[src/rtl/timer_pkg.sv]
`timescale 1ns/1ps
// timer_pkg: shared constants of the prescaled interval timer.
// Assumes: the consumers take these as parameter defaults only.
package timer_pkg;
    localparam int unsigned TMR_DIV        = 6;      // resonator clocks per count
    localparam int unsigned TMR_CNT_W      = 10;     // main counter width
    localparam int unsigned TMR_SHORT_SPAN = 7;      // low bits that wrap for the short interrupt
    localparam int unsigned TMR_ADDR_W     = 8;      // I/O address width
    localparam int unsigned TMR_DATA_W     = 8;      // I/O data width
    localparam logic [7:0]  TMR_RD_ADDR    = 8'h23;  // address of the readable count byte
endpackage

[src/rtl/timer_prescaler.sv]
`timescale 1ns/1ps
// timer_prescaler: modulo-DIV phase counter that issues a one-cycle enable
// on its last phase.
// Assumes: DIV >= 2; clr has the same effect as reset.
module timer_prescaler #(
    parameter int unsigned DIV = timer_pkg::TMR_DIV
) (
    input  logic clk,
    input  logic rst_n,
    input  logic clr,
    output logic tick
);
    localparam int unsigned PW   = (DIV > 1) ? $clog2(DIV) : 1;
    localparam logic [PW-1:0] LAST = PW'(DIV - 1);

    logic [PW-1:0] phase_q;

    // Enable on the final phase of each period.
    assign tick = (phase_q == LAST);

    // Phase counter, wraps after the final phase.
    always_ff @(posedge clk) begin
        if (!rst_n || clr) begin
            phase_q <= '0;
        end else if (tick) begin
            phase_q <= '0;
        end else begin
            phase_q <= phase_q + PW'(1);
        end
    end
endmodule

[src/rtl/timer_counter.sv]
`timescale 1ns/1ps
// timer_counter: free-running binary up-counter that advances on the
// prescaler enable.
// Assumes: clr takes priority over tick.
module timer_counter #(
    parameter int unsigned W = timer_pkg::TMR_CNT_W
) (
    input  logic         clk,
    input  logic         rst_n,
    input  logic         clr,
    input  logic         tick,
    output logic [W-1:0] cnt
);
    logic [W-1:0] cnt_q;

    // Count register; wraps naturally at 2**W.
    always_ff @(posedge clk) begin
        if (!rst_n || clr) begin
            cnt_q <= '0;
        end else if (tick) begin
            cnt_q <= cnt_q + W'(1);
        end
    end

    assign cnt = cnt_q;
endmodule

[src/rtl/timer_tap.sv]
`timescale 1ns/1ps
// timer_tap: registers a one-cycle pulse when the low SPAN bits of the
// counter roll over from all ones to zero.
// Assumes: low_bits is the current (pre-increment) counter slice.
module timer_tap #(
    parameter int unsigned SPAN = timer_pkg::TMR_SHORT_SPAN
) (
    input  logic            clk,
    input  logic            rst_n,
    input  logic            clr,
    input  logic            tick,
    input  logic [SPAN-1:0] low_bits,
    output logic            pulse
);
    logic pulse_q;

    // Pulse in the cycle in which the slice has just become zero.
    always_ff @(posedge clk) begin
        if (!rst_n || clr) begin
            pulse_q <= 1'b0;
        end else begin
            pulse_q <= tick && (&low_bits);
        end
    end

    assign pulse = pulse_q;
endmodule

[src/rtl/timer_rdport.sv]
`timescale 1ns/1ps
// timer_rdport: read-only I/O register. It returns the value on a hit and
// zero otherwise, so that outputs can be OR-combined on a shared bus.
// Assumes: value is sampled on the same edge as any increment.
module timer_rdport #(
    parameter int unsigned  AW   = timer_pkg::TMR_ADDR_W,
    parameter int unsigned  DW   = timer_pkg::TMR_DATA_W,
    parameter logic [AW-1:0] ADDR = AW'(timer_pkg::TMR_RD_ADDR)
) (
    input  logic          clk,
    input  logic          rst_n,
    input  logic          rd,
    input  logic [AW-1:0] addr,
    input  logic [DW-1:0] value,
    output logic [DW-1:0] rdata
);
    logic          hit;
    logic [DW-1:0] rdata_q;

    // Address decode for the count byte.
    assign hit = rd && (addr == ADDR);

    // Registered read data, zero when not selected.
    always_ff @(posedge clk) begin
        if (!rst_n) begin
            rdata_q <= '0;
        end else begin
            rdata_q <= hit ? value : '0;
        end
    end

    assign rdata = rdata_q;
endmodule

[src/rtl/interval_timer.sv]
`timescale 1ns/1ps
// interval_timer: divide-by-DIV prescaler feeding a CNT_W-bit counter.
// It has a read-only byte register and two rollover interrupt taps.
// Assumes: susp_enter is a one-cycle strobe; rst_n is synchronous.
module interval_timer #(
    parameter int unsigned   DIV        = timer_pkg::TMR_DIV,
    parameter int unsigned   CNT_W      = timer_pkg::TMR_CNT_W,
    parameter int unsigned   SHORT_SPAN = timer_pkg::TMR_SHORT_SPAN,
    parameter int unsigned   AW         = timer_pkg::TMR_ADDR_W,
    parameter int unsigned   DW         = timer_pkg::TMR_DATA_W,
    parameter logic [AW-1:0] RD_ADDR    = AW'(timer_pkg::TMR_RD_ADDR)
) (
    input  logic          clk,
    input  logic          rst_n,
    input  logic          susp_enter,
    input  logic          io_rd,
    input  logic [AW-1:0] io_addr,
    output logic [DW-1:0] io_rdata,
    output logic          irq_short,
    output logic          irq_long
);
    localparam int unsigned N_TAPS = 2;

    logic             tick;
    logic [CNT_W-1:0] cnt_q;
    logic [N_TAPS-1:0] irq_vec;

    timer_prescaler #(.DIV(DIV)) i_presc (
        .clk   (clk),
        .rst_n (rst_n),
        .clr   (susp_enter),
        .tick  (tick)
    );

    timer_counter #(.W(CNT_W)) i_cnt (
        .clk   (clk),
        .rst_n (rst_n),
        .clr   (susp_enter),
        .tick  (tick),
        .cnt   (cnt_q)
    );

    // One tap per interval: index 0 is the short span, index 1 the full width.
    for (genvar g = 0; g < N_TAPS; g++) begin : g_tap
        localparam int unsigned SPAN = (g == 0) ? SHORT_SPAN : CNT_W;
        timer_tap #(.SPAN(SPAN)) i_tap (
            .clk      (clk),
            .rst_n    (rst_n),
            .clr      (susp_enter),
            .tick     (tick),
            .low_bits (cnt_q[SPAN-1:0]),
            .pulse    (irq_vec[g])
        );
    end

    assign irq_short = irq_vec[0];
    assign irq_long  = irq_vec[1];

    timer_rdport #(.AW(AW), .DW(DW), .ADDR(RD_ADDR)) i_rd (
        .clk   (clk),
        .rst_n (rst_n),
        .rd    (io_rd),
        .addr  (io_addr),
        .value (cnt_q[DW-1:0]),
        .rdata (io_rdata)
    );
endmodule

[config.mk]
export PLATFORM = sky130hd
export DESIGN_NAME = interval_timer
export DESIGN_NICKNAME = d
export VERILOG_FILES = /design/src/rtl/timer_pkg.sv /design/src/rtl/timer_prescaler.sv /design/src/rtl/timer_counter.sv /design/src/rtl/timer_tap.sv /design/src/rtl/timer_rdport.sv /design/src/rtl/interval_timer.sv
export SDC_FILE = /design/constraint.sdc
export NUM_CORES = 1
export LEC_CHECK = 0
export CAP_MARGIN = 20
export CORE_MARGIN = 3
export CORE_UTILIZATION = 45
export CTS_BUF_LIST = sky130_fd_sc_hd__clkbuf_8 sky130_fd_sc_hd__clkbuf_16
export DETAILED_ROUTE_END_ITERATION = 10
export DONT_BUFFER_PORTS = 1
export PLACE_DENSITY = 0.57
export SYNTH_ARGS = -nofsm -noshare
export SYNTH_HDL_FRONTEND = slang
export SYNTH_SLANG_ARGS = --single-unit
[constraint.sdc]
create_clock -name clk -period 4.4 [get_ports clk]
set_input_delay 0.22 -clock clk [delete_from_list [all_inputs] [get_ports clk]]
set_output_delay 0.22 -clock clk [all_outputs]
set_load 0.01 [all_outputs]
==> metrics <==
final cell count without fillers=117; maxcap violations=0; fraction of layout cells with a size suffix above 1=7.609%; worst setup margin=2.801 ns; n_diodes=0; TNS Setup=0 ns; GRT Util Overall=roughly an eighth; Tmin final=1.599 ns; initial antenna violation count=0; fmax=roughly 630 MHz; Die ar.=2524 µm²; Worst EP arrival=1.79 ns; CTS Root Cell=clkbuf_8; Detailed Place HPWL=1070 µm; Max VDD drop=0.0002457 V; DIE HEIGHT=approximately 50 µm; Setup Skew=0.003136 ns; leakage=0.3148 nW; status=finished clean; critical path class=flop to flop; setup repair bufs after CTS=0; crit path cell chain=ha_1, nand4_2, or4_1, a21oi_1; Cell Area, Synth=880.8 µm²; clock slew at reported path FFs=~0.08 ns; row cnt=15; pwr/cell area=361.2 nW/µm²; Placement Setup Slack=roughly 2.8 ns; dpl cells=about 110; HP Class=input port to flop; drt first pass iters=3; core area=1783 µm²; Initial Util=49.40%; clock power share=37.2%; post-layout util=a little over half; Filler cells=170; number of global-route vias before repair=538; syn_nets=105; Die X=50.24 µm; total routed wirelength=approximately 1400 µm; CP max FO=8; Fin. Hold Viols=0; Setup crit end kind=flop; Slew Limit Fails=0; pin count of the biggest net entering global routing=14; vias per cell=5.316; Worst-Margin Slew=between 0.5 and 0.6 ns; Yosys warnings=0; H-tree depth=1; Finished Cell Area=950.9 µm²; drt initial violations=8; Pwr Total=343.5 µW; clock latency on the worst-skew pair=0.26 ns; total number of vias=622; I/O pins=22; Area growth, synth to finish=7.955%; Synth Register Bits=23; clock sinks=23; CTS Hold Bufs=0; first-pass GRT wire length=2352 µm; Mapped Cells=90; reg2reg path depth=4; total grt overflow=0; syn_area_per_cell=9.787 µm²; RSZ-0062 raised after global routing=false; most frequent cells in the layout=dfxtp_1 (23), and2_1 (8), a21oi_1 (7), nor2_1 (7), nand2_1 (5); post-CTS sizing=0; ANT nets after route=0; Post-route DRC=0; hold_ws=0.1429 ns; Int Pwr=274.2 µW; Sw Share=20.16%; CP max stage cell=or4_1; CTS max path bufs=2; net switching power=69.27 µW; Avg WL per Cell=12.09 µm; placed cell area=between 900 and 1000 µm²; combinational share of power=1.8%; unique cell type count in the Yosys netlist=26; Worst EP required=approximately 4.6 ns; part of the power in registers=61.0%; Slew Limit Headroom=between 60% and 70%; clock buffers created by TritonCTS=3; crit share post-route=a little over a third; Nets=108; commonest non-fill, non-tap cell in the layout=dfxtp_1; CTS tree=yes; Final GP Congestion=0.7088; crit-path max cell delay=between 0.5 and 0.6 ns; Hold Path Depth=2; sequential-to-total area share from yosys stat=52.27%; startpoint class of the critical path=flop; I/O Buffers=0; final setup fails=0
[registers in the layout, summed over array words and instances, names as in the netlist]
signal	flops
g_tap.i_tap.pulse	2
i_cnt.cnt	10
i_presc.phase_q	3
i_rd.rdata	8
[area by class of cell]
type / count / area, µm² / share of cell area [%]
clock inverters: 1 / 5.005 / 0.5263
well taps: 25 / 31.28 / 3.289
flip-flops and latches: 23 / 460.4 / 48.42
multi-input cells: 61 / 397.9 / 41.84
inverters: 4 / 15.01 / 1.579
clock buffers: 3 / 41.29 / 4.342
[power groups by stage]
stage / Sequential, mW / Clock [mW] / Combinational (mW)
3_5_place_dp: 0.214 / 0 / 0.00633
6_report: 0.209 / 0.128 / 0.00613
3_3_place_gp: 0.214 / 0 / 0.00620
4_1_cts: 0.209 / 0.134 / 0.00634
5_1_grt: 0.210 / 0.141 / 0.00709
2_1_floorplan: 0.214 / 0 / 0.00529
[path summary, 6_finish.rpt]
kind	start	endpoint	slack [ns]
worst max-delay path	i_presc.phase_q[0]	i_cnt.cnt[7]	2.80
worst max register to register	i_presc.phase_q[0]	i_cnt.cnt[7]	2.80
worst min-delay path	susp_enter	i_cnt.cnt[5]	0.14
worst min register to register	i_presc.phase_q[0]	i_presc.phase_q[0]	0.45
[worst max-delay path, delay by kind of cell, from the launching register on]
kind | cells | cell delay [ns]
AND/OR/NAND/NOR | 2 | 0.75
AO/OA/AOI/OAI | 1 | 0.15
adder cells (fa/ha/maj) | 1 | 0.27
flip-flops | 1 | 0.36
[kinds of logic after synthesis]
family                   share of synthesized area [%]
adder cells (fa/ha/maj)                          4.262
flip-flops                                       52.27
AND/OR/NAND/NOR                                  27.56
multiplexers                                     1.136
AO/OA/AOI/OAI                                    10.23
XOR/XNOR                                         1.989
buffers and inverters                            2.557
[metal layers]
layer	GRT usage, %	part of all wire, %
met2	17.39	39
met3	3.858	9.8
met5	0	0
met4	5.530	0.57
met1	16.36	51
[cells in the mapped netlist (all sizes together)]
cell | instances | area (µm²)
xnor2 | 1 | 8.760
nand2 | 5 | 18.77
o31ai | 4 | 30.03
nand2b | 1 | 6.260
nand4bb | 1 | 11.26
a21oi | 7 | 35.03
dfxtp | 23 | 460.4
o21ai | 2 | 10.01
nand3 | 4 | 25.02
nand4 | 2 | 18.77
o21a | 2 | 15.01
or3 | 3 | 18.77
inv | 4 | 15.01
nor3 | 2 | 10.01
and2 | 8 | 50.05
mux2i | 1 | 10.01
nor2b | 1 | 6.260
nor2 | 7 | 26.28
ha | 3 | 37.54
nor4 | 1 | 12.51
or4 | 4 | 30.03
nand4b | 1 | 8.760
xor2 | 1 | 8.760
clkbuf | 2 | 7.510
Power figures use the tool's default switching activity.
